$ cat config.mk
export PLATFORM = sky130hd
export DESIGN_NAME = fp_narrow_enc
export DESIGN_NICKNAME = d
export VERILOG_FILES = /design/src/rtl/fp_narrow_pkg.sv /design/src/rtl/fp_narrow_step.sv /design/src/rtl/fp_pipe_slot.sv /design/src/rtl/fp_narrow_enc.sv
export SDC_FILE = /design/constraint.sdc
export NUM_CORES = 1
export LEC_CHECK = 0
export CAP_MARGIN = 20
export CORE_ASPECT_RATIO = 0.6
export CORE_UTILIZATION = 63
export CTS_CLUSTER_SIZE = 8
export DETAILED_ROUTE_END_ITERATION = 8
export DONT_BUFFER_PORTS = 1
export MAX_ROUTING_LAYER = met4
export PLACE_DENSITY = 0.8
export SLEW_MARGIN = 25
export SYNTH_ARGS = -nofsm -noshare
export SYNTH_HDL_FRONTEND = slang
export SYNTH_HIERARCHICAL = 1
export SYNTH_SLANG_ARGS = --single-unit
$ cat constraint.sdc
create_clock -name clk -period 7.76 [get_ports clk]
set_clock_uncertainty 0.05 [all_clocks]
set_input_delay 1.164 -clock clk [delete_from_list [all_inputs] [get_ports clk]]
set_output_delay 1.164 -clock clk [all_outputs]
set_load 0.02 [all_outputs]
$ cat src/rtl/fp_narrow_pkg.sv
// Package: shared format constants, the size tag encoding and the
// record carried between the two narrowing steps.
package fp_narrow_pkg;

    localparam int DBL_EXP  = 11;
    localparam int DBL_FRAC = 52;
    localparam int SGL_EXP  = 8;
    localparam int SGL_FRAC = 23;
    localparam int HLF_EXP  = 5;
    localparam int HLF_FRAC = 10;

    localparam int DBL_W = 1 + DBL_EXP + DBL_FRAC;
    localparam int SGL_W = 1 + SGL_EXP + SGL_FRAC;
    localparam int HLF_W = 1 + HLF_EXP + HLF_FRAC;

    typedef enum logic [1:0] {
        SZ_HALF   = 2'b00,
        SZ_SINGLE = 2'b01,
        SZ_DOUBLE = 2'b10
    } size_code_t;

    typedef struct packed {
        logic             vld;
        logic             hen;
        logic             sgl_ok;
        logic [SGL_W-1:0] sgl_bits;
        logic [DBL_W-1:0] src_bits;
    } mid_rec_t;

endpackage

$ cat src/rtl/fp_narrow_step.sv
// Module: fp_narrow_step
// One exact narrowing step from a wider IEEE binary format to a narrower one.
// Assumes DST_EXP < SRC_EXP and DST_FRAC < SRC_FRAC. Purely combinational.
// fits=1 means dst_bits holds exactly the same value. With fits=0, dst_bits
// is don't-care.
module fp_narrow_step #(
    parameter int SRC_EXP  = 11,
    parameter int SRC_FRAC = 52,
    parameter int DST_EXP  = 8,
    parameter int DST_FRAC = 23
) (
    input  logic [SRC_EXP+SRC_FRAC:0] src_bits,
    output logic                      fits,
    output logic [DST_EXP+DST_FRAC:0] dst_bits
);
    localparam int SRC_W    = 1 + SRC_EXP + SRC_FRAC;
    localparam int DROP     = SRC_FRAC - DST_FRAC;
    localparam int SRC_BIAS = (1 << (SRC_EXP - 1)) - 1;
    localparam int DST_BIAS = (1 << (DST_EXP - 1)) - 1;
    localparam int DST_EMIN = 1 - DST_BIAS;
    localparam int DST_EMAX = DST_BIAS;

    logic                sgn;
    logic [SRC_EXP-1:0]  bexp;
    logic [SRC_FRAC-1:0] frac;
    logic [SRC_FRAC:0]   mant;
    logic [SRC_FRAC:0]   lost;
    logic [DST_FRAC-1:0] sub_frac;
    logic                tail_zero;
    int                  e_unb;
    int                  sh;

    // Purpose: split the source into fields and precompute the exactness tests.
    always_comb begin
        sgn       = src_bits[SRC_W-1];
        bexp      = src_bits[SRC_W-2 -: SRC_EXP];
        frac      = src_bits[SRC_FRAC-1:0];
        e_unb     = int'(bexp) - SRC_BIAS;
        tail_zero = (frac[DROP-1:0] == '0);
        mant      = {1'b1, frac};
        sh        = (DST_EMIN - e_unb) + DROP;
        lost      = mant & ~({(SRC_FRAC+1){1'b1}} << sh);
        sub_frac  = DST_FRAC'(mant >> sh);
    end

    // Purpose: choose the class of the value and build the narrowed pattern.
    always_comb begin
        fits     = 1'b0;
        dst_bits = '0;
        if (bexp == '0) begin
            fits     = (frac == '0);
            dst_bits = {sgn, {DST_EXP{1'b0}}, {DST_FRAC{1'b0}}};
        end else if (bexp == '1) begin
            fits     = (frac == '0) || tail_zero;
            dst_bits = {sgn, {DST_EXP{1'b1}}, frac[SRC_FRAC-1 -: DST_FRAC]};
        end else if (e_unb >= DST_EMIN && e_unb <= DST_EMAX && tail_zero) begin
            fits     = 1'b1;
            dst_bits = {sgn, DST_EXP'(e_unb + DST_BIAS), frac[SRC_FRAC-1 -: DST_FRAC]};
        end else if (e_unb < DST_EMIN && e_unb >= DST_EMIN - DST_FRAC && lost == '0) begin
            fits     = 1'b1;
            dst_bits = {sgn, {DST_EXP{1'b0}}, sub_frac};
        end
    end
endmodule

$ cat src/rtl/fp_pipe_slot.sv
// Module: fp_pipe_slot
// Optional register stage. REGISTERED=1 inserts a flop that clears on
// synchronous active-low reset. REGISTERED=0 is a plain wire.
module fp_pipe_slot #(
    parameter int W          = 8,
    parameter bit REGISTERED = 1'b1
) (
    input  logic         clk,
    input  logic         rst_n,
    input  logic [W-1:0] d,
    output logic [W-1:0] q
);
    generate
        if (REGISTERED) begin : g_reg
            // Purpose: hold the stage record for one cycle.
            always_ff @(posedge clk) begin
                if (!rst_n) q <= '0;
                else        q <= d;
            end
        end else begin : g_wire
            assign q = d;
        end
    endgenerate
endmodule

$ cat src/rtl/fp_narrow_enc.sv
// Module: fp_narrow_enc
// Top level. The first step narrows double to single. An optional middle
// register follows. The second step narrows single to half. A registered
// output stage selects the narrowest exact result. Latency is 1 + MID_REG
// cycles. The output holds its value while no sample arrives.
module fp_narrow_enc
    import fp_narrow_pkg::*;
#(
    parameter bit MID_REG = 1'b1
) (
    input  logic        clk,
    input  logic        rst_n,
    input  logic        in_valid,
    input  logic [63:0] in_bits,
    input  logic        half_en,
    output logic        out_valid,
    output logic [63:0] out_bits,
    output logic [1:0]  out_size
);
    localparam int REC_W = $bits(mid_rec_t);

    logic             s1_ok;
    logic [SGL_W-1:0] s1_bits;
    mid_rec_t         rec_d, rec_q;
    logic             s2_ok;
    logic [HLF_W-1:0] s2_bits;
    logic [63:0]      res_bits;
    size_code_t       res_size;

    fp_narrow_step #(
        .SRC_EXP(DBL_EXP), .SRC_FRAC(DBL_FRAC),
        .DST_EXP(SGL_EXP), .DST_FRAC(SGL_FRAC)
    ) u_d2s (
        .src_bits(in_bits),
        .fits    (s1_ok),
        .dst_bits(s1_bits)
    );

    // Purpose: gather the first-step result with its sample context.
    always_comb begin
        rec_d.vld      = in_valid;
        rec_d.hen      = half_en;
        rec_d.sgl_ok   = s1_ok;
        rec_d.sgl_bits = s1_bits;
        rec_d.src_bits = in_bits;
    end

    fp_pipe_slot #(.W(REC_W), .REGISTERED(MID_REG)) u_mid (
        .clk  (clk),
        .rst_n(rst_n),
        .d    (rec_d),
        .q    (rec_q)
    );

    fp_narrow_step #(
        .SRC_EXP(SGL_EXP), .SRC_FRAC(SGL_FRAC),
        .DST_EXP(HLF_EXP), .DST_FRAC(HLF_FRAC)
    ) u_s2h (
        .src_bits(rec_q.sgl_bits),
        .fits    (s2_ok),
        .dst_bits(s2_bits)
    );

    // Purpose: pick the narrowest exact encoding and right-align it.
    always_comb begin
        if (!rec_q.sgl_ok) begin
            res_bits = rec_q.src_bits;
            res_size = SZ_DOUBLE;
        end else if (rec_q.hen && s2_ok) begin
            res_bits = {{(64-HLF_W){1'b0}}, s2_bits};
            res_size = SZ_HALF;
        end else begin
            res_bits = {{(64-SGL_W){1'b0}}, rec_q.sgl_bits};
            res_size = SZ_SINGLE;
        end
    end

    // Purpose: register the result on a valid sample and hold it otherwise.
    always_ff @(posedge clk) begin
        if (!rst_n) begin
            out_valid <= 1'b0;
            out_bits  <= '0;
            out_size  <= SZ_DOUBLE;
        end else begin
            out_valid <= rec_q.vld;
            if (rec_q.vld) begin
                out_bits <= res_bits;
                out_size <= res_size;
            end
        end
    end
endmodule

Yosys cells after proc, flatten, opt, wreduce, memory -nomap -nowiden
Cells that the tools add are included.
{"block": "totals", "reg_bits": 166, "input_bits": 68, "output_inout_bits": 67, "wordCells": 72}
{"block": "op_classes", "n_addsub": 8, "magnitude_cmp": 8, "n_eq_ne": 2, "n_shift": 4, "mux": 20, "bitwise_logic": 5, "reduce_logical": 20}
{"op": "$mux W32", "n": 5}
{"op": "$mux W16", "n": 4}
{"op": "$mux W64", "n": 1}
{"op": "$and A53 B53 Y53", "n": 1}
{"op": "$logic_not A53 Y1", "n": 1}
{"op": "$not A53 Y53", "n": 1}
{"op": "$shl A53 B32 Y53 const A", "n": 1}
{"op": "$shr A53 B32 Y23", "n": 1}
{"op": "$logic_not A52 Y1", "n": 1}
{"op": "$add A32 B5 Y32 const B", "n": 1}
{"op": "$add A32 B6 Y32 const B", "n": 1}
{"op": "$shl A24 B32 Y24 const A", "n": 1}
{"op": "$shr A24 B32 Y10", "n": 1}
{"op": "$logic_not A29 Y1", "n": 1}
{"op": "$and A24 B24 Y24", "n": 1}
{"op": "$logic_not A24 Y1", "n": 1}
{"op": "$not A24 Y24", "n": 1}
{"op": "$logic_not A23 Y1", "n": 1}
{"op": "$logic_not A13 Y1", "n": 1}
{"op": "$sub A8 B12 Y13 const A", "n": 1}
{"op": "$ge A12 B8 Y1 const B", "n": 1}
{"op": "$ge A12 B9 Y1 const B", "n": 1}
{"op": "$le A12 B8 Y1 const B", "n": 1}
{"op": "$lt A12 B8 Y1 const B", "n": 1}
{"op": "other kinds (19)", "n": 36}

Logic depth before layout (Yosys ltp)
{"block": "logic_depth", "ltp_word": 15, "depth_mapped": 27, "ltp_nobuf": 21}

By module
The synthesis kept the hierarchy.
{"module": "fp_narrow_step (u_d2s)", "instances": 1, "cells_per_inst": 824, "area_per_inst_um2": 5276.3, "seq_area_each_um2": 0.0}
{"module": "fp_narrow_enc", "instances": 1, "cells_per_inst": 349, "area_per_inst_um2": 3209.3, "seq_area_each_um2": 1341.3}
{"module": "fp_narrow_step (u_s2h)", "instances": 1, "cells_per_inst": 415, "area_per_inst_um2": 2862.7, "seq_area_each_um2": 0.0}
{"module": "fp_pipe_slot", "instances": 1, "cells_per_inst": 208, "area_per_inst_um2": 2660.1, "seq_area_each_um2": 1981.9}

Worst setup path after synthesis
Ideal clock, no wire load.
{"block": "synth_path", "kind": "input -> register", "from": "in in_bits[52]", "to": "reg u_mid.q[64]", "setup_ps": 59, "arrival_ps": 6709, "t_required_ps": 7651, "setup_slack_ps": 942, "stages": 25, "n_path_buf": 6, "path_cell_list": "buf_2 -> inv_1 -> clkbuf_1 -> buf_1 -> ha_1 -> inv_1 -> a2111oi_0 -> or2_2 -> o31ai_1 -> nor4b_1 -> nor3_1 -> or2_2 -> ha_1 -> nor4b_1 -> nand4_1 -> clkbuf_1 -> or2_1 -> buf_2 -> or3_1 -> a221oi_2 -> o2111ai_1 -> a2111oi_4 -> buf_4 -> a22o_1 -> and2_1"}
{"block": "synth_via", "elab_chain_len": 11, "word_cells_on_any_way": 22, "cone_classes": "add/sub (3); order compare (4); eq/ne (1); shift (2); mux (3); bitwise (2); reduce/logical (7)"}
{"item": "start: declaration", "line_no": "fp_narrow_enc.sv:14", "source": "input logic [63:0] in_bits,"}
{"item": "$sub A11 B10 Y12", "line_no": "fp_narrow_step.sv:38", "source": "e_unb = int'(bexp) - SRC_BIAS;"}
{"item": "$sub A8 B12 Y13", "line_no": "fp_narrow_step.sv:41", "source": "sh = (DST_EMIN - e_unb) + DROP;"}
{"item": "$add A32 B6 Y32", "line_no": "fp_narrow_step.sv:41"}
{"item": "$shl A53 B32 Y53", "line_no": "fp_narrow_step.sv:42", "source": "lost = mant & ~({(SRC_FRAC+1){1'b1}} << sh);"}
{"item": "$not A53 Y53", "line_no": "fp_narrow_step.sv:42"}
{"item": "$and A53 B53 Y53", "line_no": "fp_narrow_step.sv:42"}
{"item": "$logic_not A53 Y1", "line_no": "fp_narrow_step.sv:59", "source": "end else if (e_unb < DST_EMIN && e_unb >= DST_EMIN - DST_FRAC && lost == '0) begin"}
{"item": "$logic_and A1 B1 Y1", "line_no": "fp_narrow_step.sv:59"}
{"item": "$mux W32", "line_no": "fp_narrow_step.sv:59"}
{"item": "$mux W32", "line_no": "fp_narrow_step.sv:56", "source": "end else if (e_unb >= DST_EMIN && e_unb <= DST_EMAX && tail_zero) begin"}
{"item": "$mux W32", "line_no": "fp_narrow_step.sv:53", "source": "end else if (bexp == '1) begin"}
{"item": "end signal: assignment", "line_no": "fp_pipe_slot.sv:17", "source": "if (!rst_n) q <= '0;"}
{"item": "end signal: assignment", "line_no": "fp_pipe_slot.sv:18", "source": "else q <= d;"}
{"item": "end: declaration", "line_no": "fp_pipe_slot.sv:11", "source": "output logic [W-1:0] q"}
Several ways; a longest one is shown, not always the timed one.
A chain may end at the register's enable or synchronous reset.

Worst setup path in the final report
{"block": "layout_path", "from": "in in_bits[52]", "to": "reg u_mid.q[76]"}
Same word-level chain as after synthesis.

==> out/qor.csv <==
stage,metric,value,unit
layout,drive_gt1_share,11.5,%
timing,rsz0062_at_grt,false,
route,wirelength,55100,um
global_route,grt_pass1_vias,13229,
clock_network,clk_path_buf_depth,2,
place,dpl_cell_area,0.0140,mm2
pwr,p_per_area,152,mW/mm2
route,wl_per_cell,27.5,um
setup_path,cp_max_fo,60,
synthesis,synth_area_leaders,"dfxtp_1 (24%), mux2i_1 (7.1%), and2_1 (5.0%), nand2_1 (4.7%), a21oi_1 (4.0%)",
clock_network,post_cts_buffers,0,
route,post_drt_via_cell_ratio,7.34,
timing,fmax,134,MHz
floorplan,rows,41,
synthesis,syn_area,0.0140,mm2
setup_path,worstPathRequired,8090,ps
setup_path,critPathCaptureType,register,
setup_path,rrSetupSlack,430,ps
clock_network,post_cts_resized,0,
route,post-route-drc-count,0,
layout,design_area,0.0146,mm2
layout,finish.utilization,68.1,%
route,drt_iter0_markers,2885,
floorplan,core_area,0.0214,mm2
synthesis,ys_seq_area_share,23.7,%
flow_run,max_cap_violations,0,
layout,final_nets,1790,
worst_hold_path,worstHoldPathType,reg -> reg,
worst_hold_path,min_from,u_mid/q[59],
synthesis,synth_flop_cell,dfxtp_1,
timing,fin_setup_tns,0,ps
route,vias,14702,
synthesis,synthDistinctLibCells,98,
place,gp_congestion,1.06,
synthesis,synth_common_cells,"nand2_1 (174), dfxtp_1 (166), nor2_1 (130)",
pwr,leakagePower,5.40,nW
synthesis,yosysMostFrequentCell,nand2_1,
synthesis,synth_edf_count,0,
run_status,run_status,finished clean,
timing,holdWs,427,ps
synthesis,ys_warn_count,6,
setup_path,start_kind,input port,
timing,period_needed,7480,ps
synthesis,synth_top_cell_by_area,dfxtp_1,
place,hpwl,39700,um
timing,finalCritPeriodShare,96.4,%
floorplan,initial_utilization,65.5,%
timing,tightest_slew,1030,ps
global_route,grt.total_usage,48.2,%
clock_network,clock-root-buffer,clkbuf_16,
synthesis,syn_avg_cell_area,7.80,um2
setup_path,reg2reg_depth,22,
floorplan,io_pins,135,
clock_network,clk_pin_slew,70,ps
route,dr.pass1.iters,8,
worst_hold_path,whs_endpoint,out_bits[59],
clock_network,clk_latency,440,ps
synthesis,async_reset_ff_share,0,%
clock_network,cts_sinks,166,
worst_hold_path,min_path_cells,2,
setup_path,r2r-end,out_bits[3],
global_route,grt_first_pass_wirelength,81900,um
place,port_buffers,0,
floorplan,die_y,118,um
timing,hold_viol,0,
clock_network,cts_tree,yes,
synthesis,synth.net_count,1885,
clock_network,cts_hold_buf,0,
global_route,grt_max_degree,167,
clock_network,cts_buffers,17,
route,postRouteAntennaNets,0,
pwr,ir_worst_vdd,0.000212,V
floorplan,dieArea,0.0229,mm2
floorplan,fp.dieW,195,um
synthesis,ys_ff_latch,166,
layout,syn2layout_area_growth,3.98,%
synthesis,syn_inst,1796,
timing,drv_slew,0,
timing,setup_viol,0,
layout,num-fill-cells,1756,
timing,relSlewSlack,29.5,%
setup_path,regToRegStartpoint,u_mid/q[87],
setup_path,cp_data_arrival_time,7810,ps
global_route,antenna_found_initial,9,
synthesis,yosysTopAreaCellShare,23.7,%
clock_network,cts_max_level,4,
setup_path,worst-setup-path-type,in -> reg,
global_route,grt-ovfl-total,0,
==> registers in the layout, summed over array words and instances, names as in the netlist <==
| name | count |
|---|---|
| u_mid/q | 99 |
| out_bits | 64 |
| out_size | 2 |
| out_valid | 1 |
==> metal layers <==
layer	up-vias	routed length (um)	global-route usage, %
met2	1268	20400	59.7
met5	-	0	-
li1	6402	-	-
met4	0	2350	18.7
met1	6804	22700	64.8
met3	228	9650	24.2
==> critical path, cell delays in order <==
cell	delay, ps
ha_1	650
nand2_2	280
or4_4	570
xnor2_2	210
nand2_1	170
nor4b_1	530
nor3_1	130
or2_2	330
ha_1	260
nor4b_1	230
nand4_1	470
or2_1	450
buf_4	230
o31a_1	310
a2111oi_0	540
nand4_1	280
a2111oi_4	240
buf_4	350
a32o_1	220
and2_1	120
==> report_power, final <==
| part | switching [W] | internal [W] |
|---|---|---|
| registers | 0.0000281 | 0.000880 |
| logic | 0.000316 | 0.000177 |
| clock network | 0.000385 | 0.000434 |
==> placed cells by master, fill, tap and decap left out, drive strengths merged, types with 13 or more instances in the layout <==
cell type    n
buf         34
xor2        15
a31oi       13
xnor2       24
and2       113
or2         15
mux2        21
mux2i       99
nor2       130
nand3b      21
inv         28
a211oi      36
nand4       27
a21oi      131
a21boi      21
mux4        17
clkbuf      18
ha          21
and3        28
dfxtp      166
o21ai      112
nor4        23
nor2b       84
a32o        17
nand3       51
o31ai       36
nor3        40
nand2      179
o211ai      18
==> per-stage QoR <==
step	std cells	total power, W	setup slack, ps
2_1_floorplan	1796	0.00130	942
3_3_place_gp	1961	0.00139	454
3_5_place_dp	1961	0.00139	346
4_1_cts	1993	0.00220	741
5_1_grt	2003	0.00229	4.06
6_report	2004	0.00222	282
==> worst max-delay path by stage <==
stage	from	endpoint	slack (ps)	cells past startpoint
final	in_bits[52]	u_mid/q[76]	280	20
after global routing	u_mid/q[87]	out_bits[3]	4	22
after CTS	u_mid/q[87]	out_bits[3]	740	21
after detailed placement	in_bits[52]	u_mid/q[72]	350	20
after global placement	in_bits[52]	u_mid/q[84]	450	20
after floorplan	in_bits[52]	u_mid/q[64]	940	25
==> kinds of logic after synthesis <==
kind of cell | Yosys count | synth area share [%]
fa+ha+maj | 23 | 2.02
compound gates | 503 | 25.8
simple gates | 757 | 28.5
buf+inv | 170 | 5.87
flops | 166 | 23.7
mux | 137 | 11.5
xor+xnor | 40 | 2.65
==> cell type report <==
type                            count  area [um2]  share of cell area [%]
Multi-Input combinational cell   1460        9950                    68.3
Sequential cell                   166        3320                    22.8
Clock buffer                       18         439                    3.01
Tap cell                          279         349                    2.40
Timing Repair Buffer               34         255                    1.75
Clock inverter                     14         138                   0.945
Inverter                           22        82.6                   0.567
Antenna cell                       11        27.5                   0.189
Power figures use the tool's default switching activity.
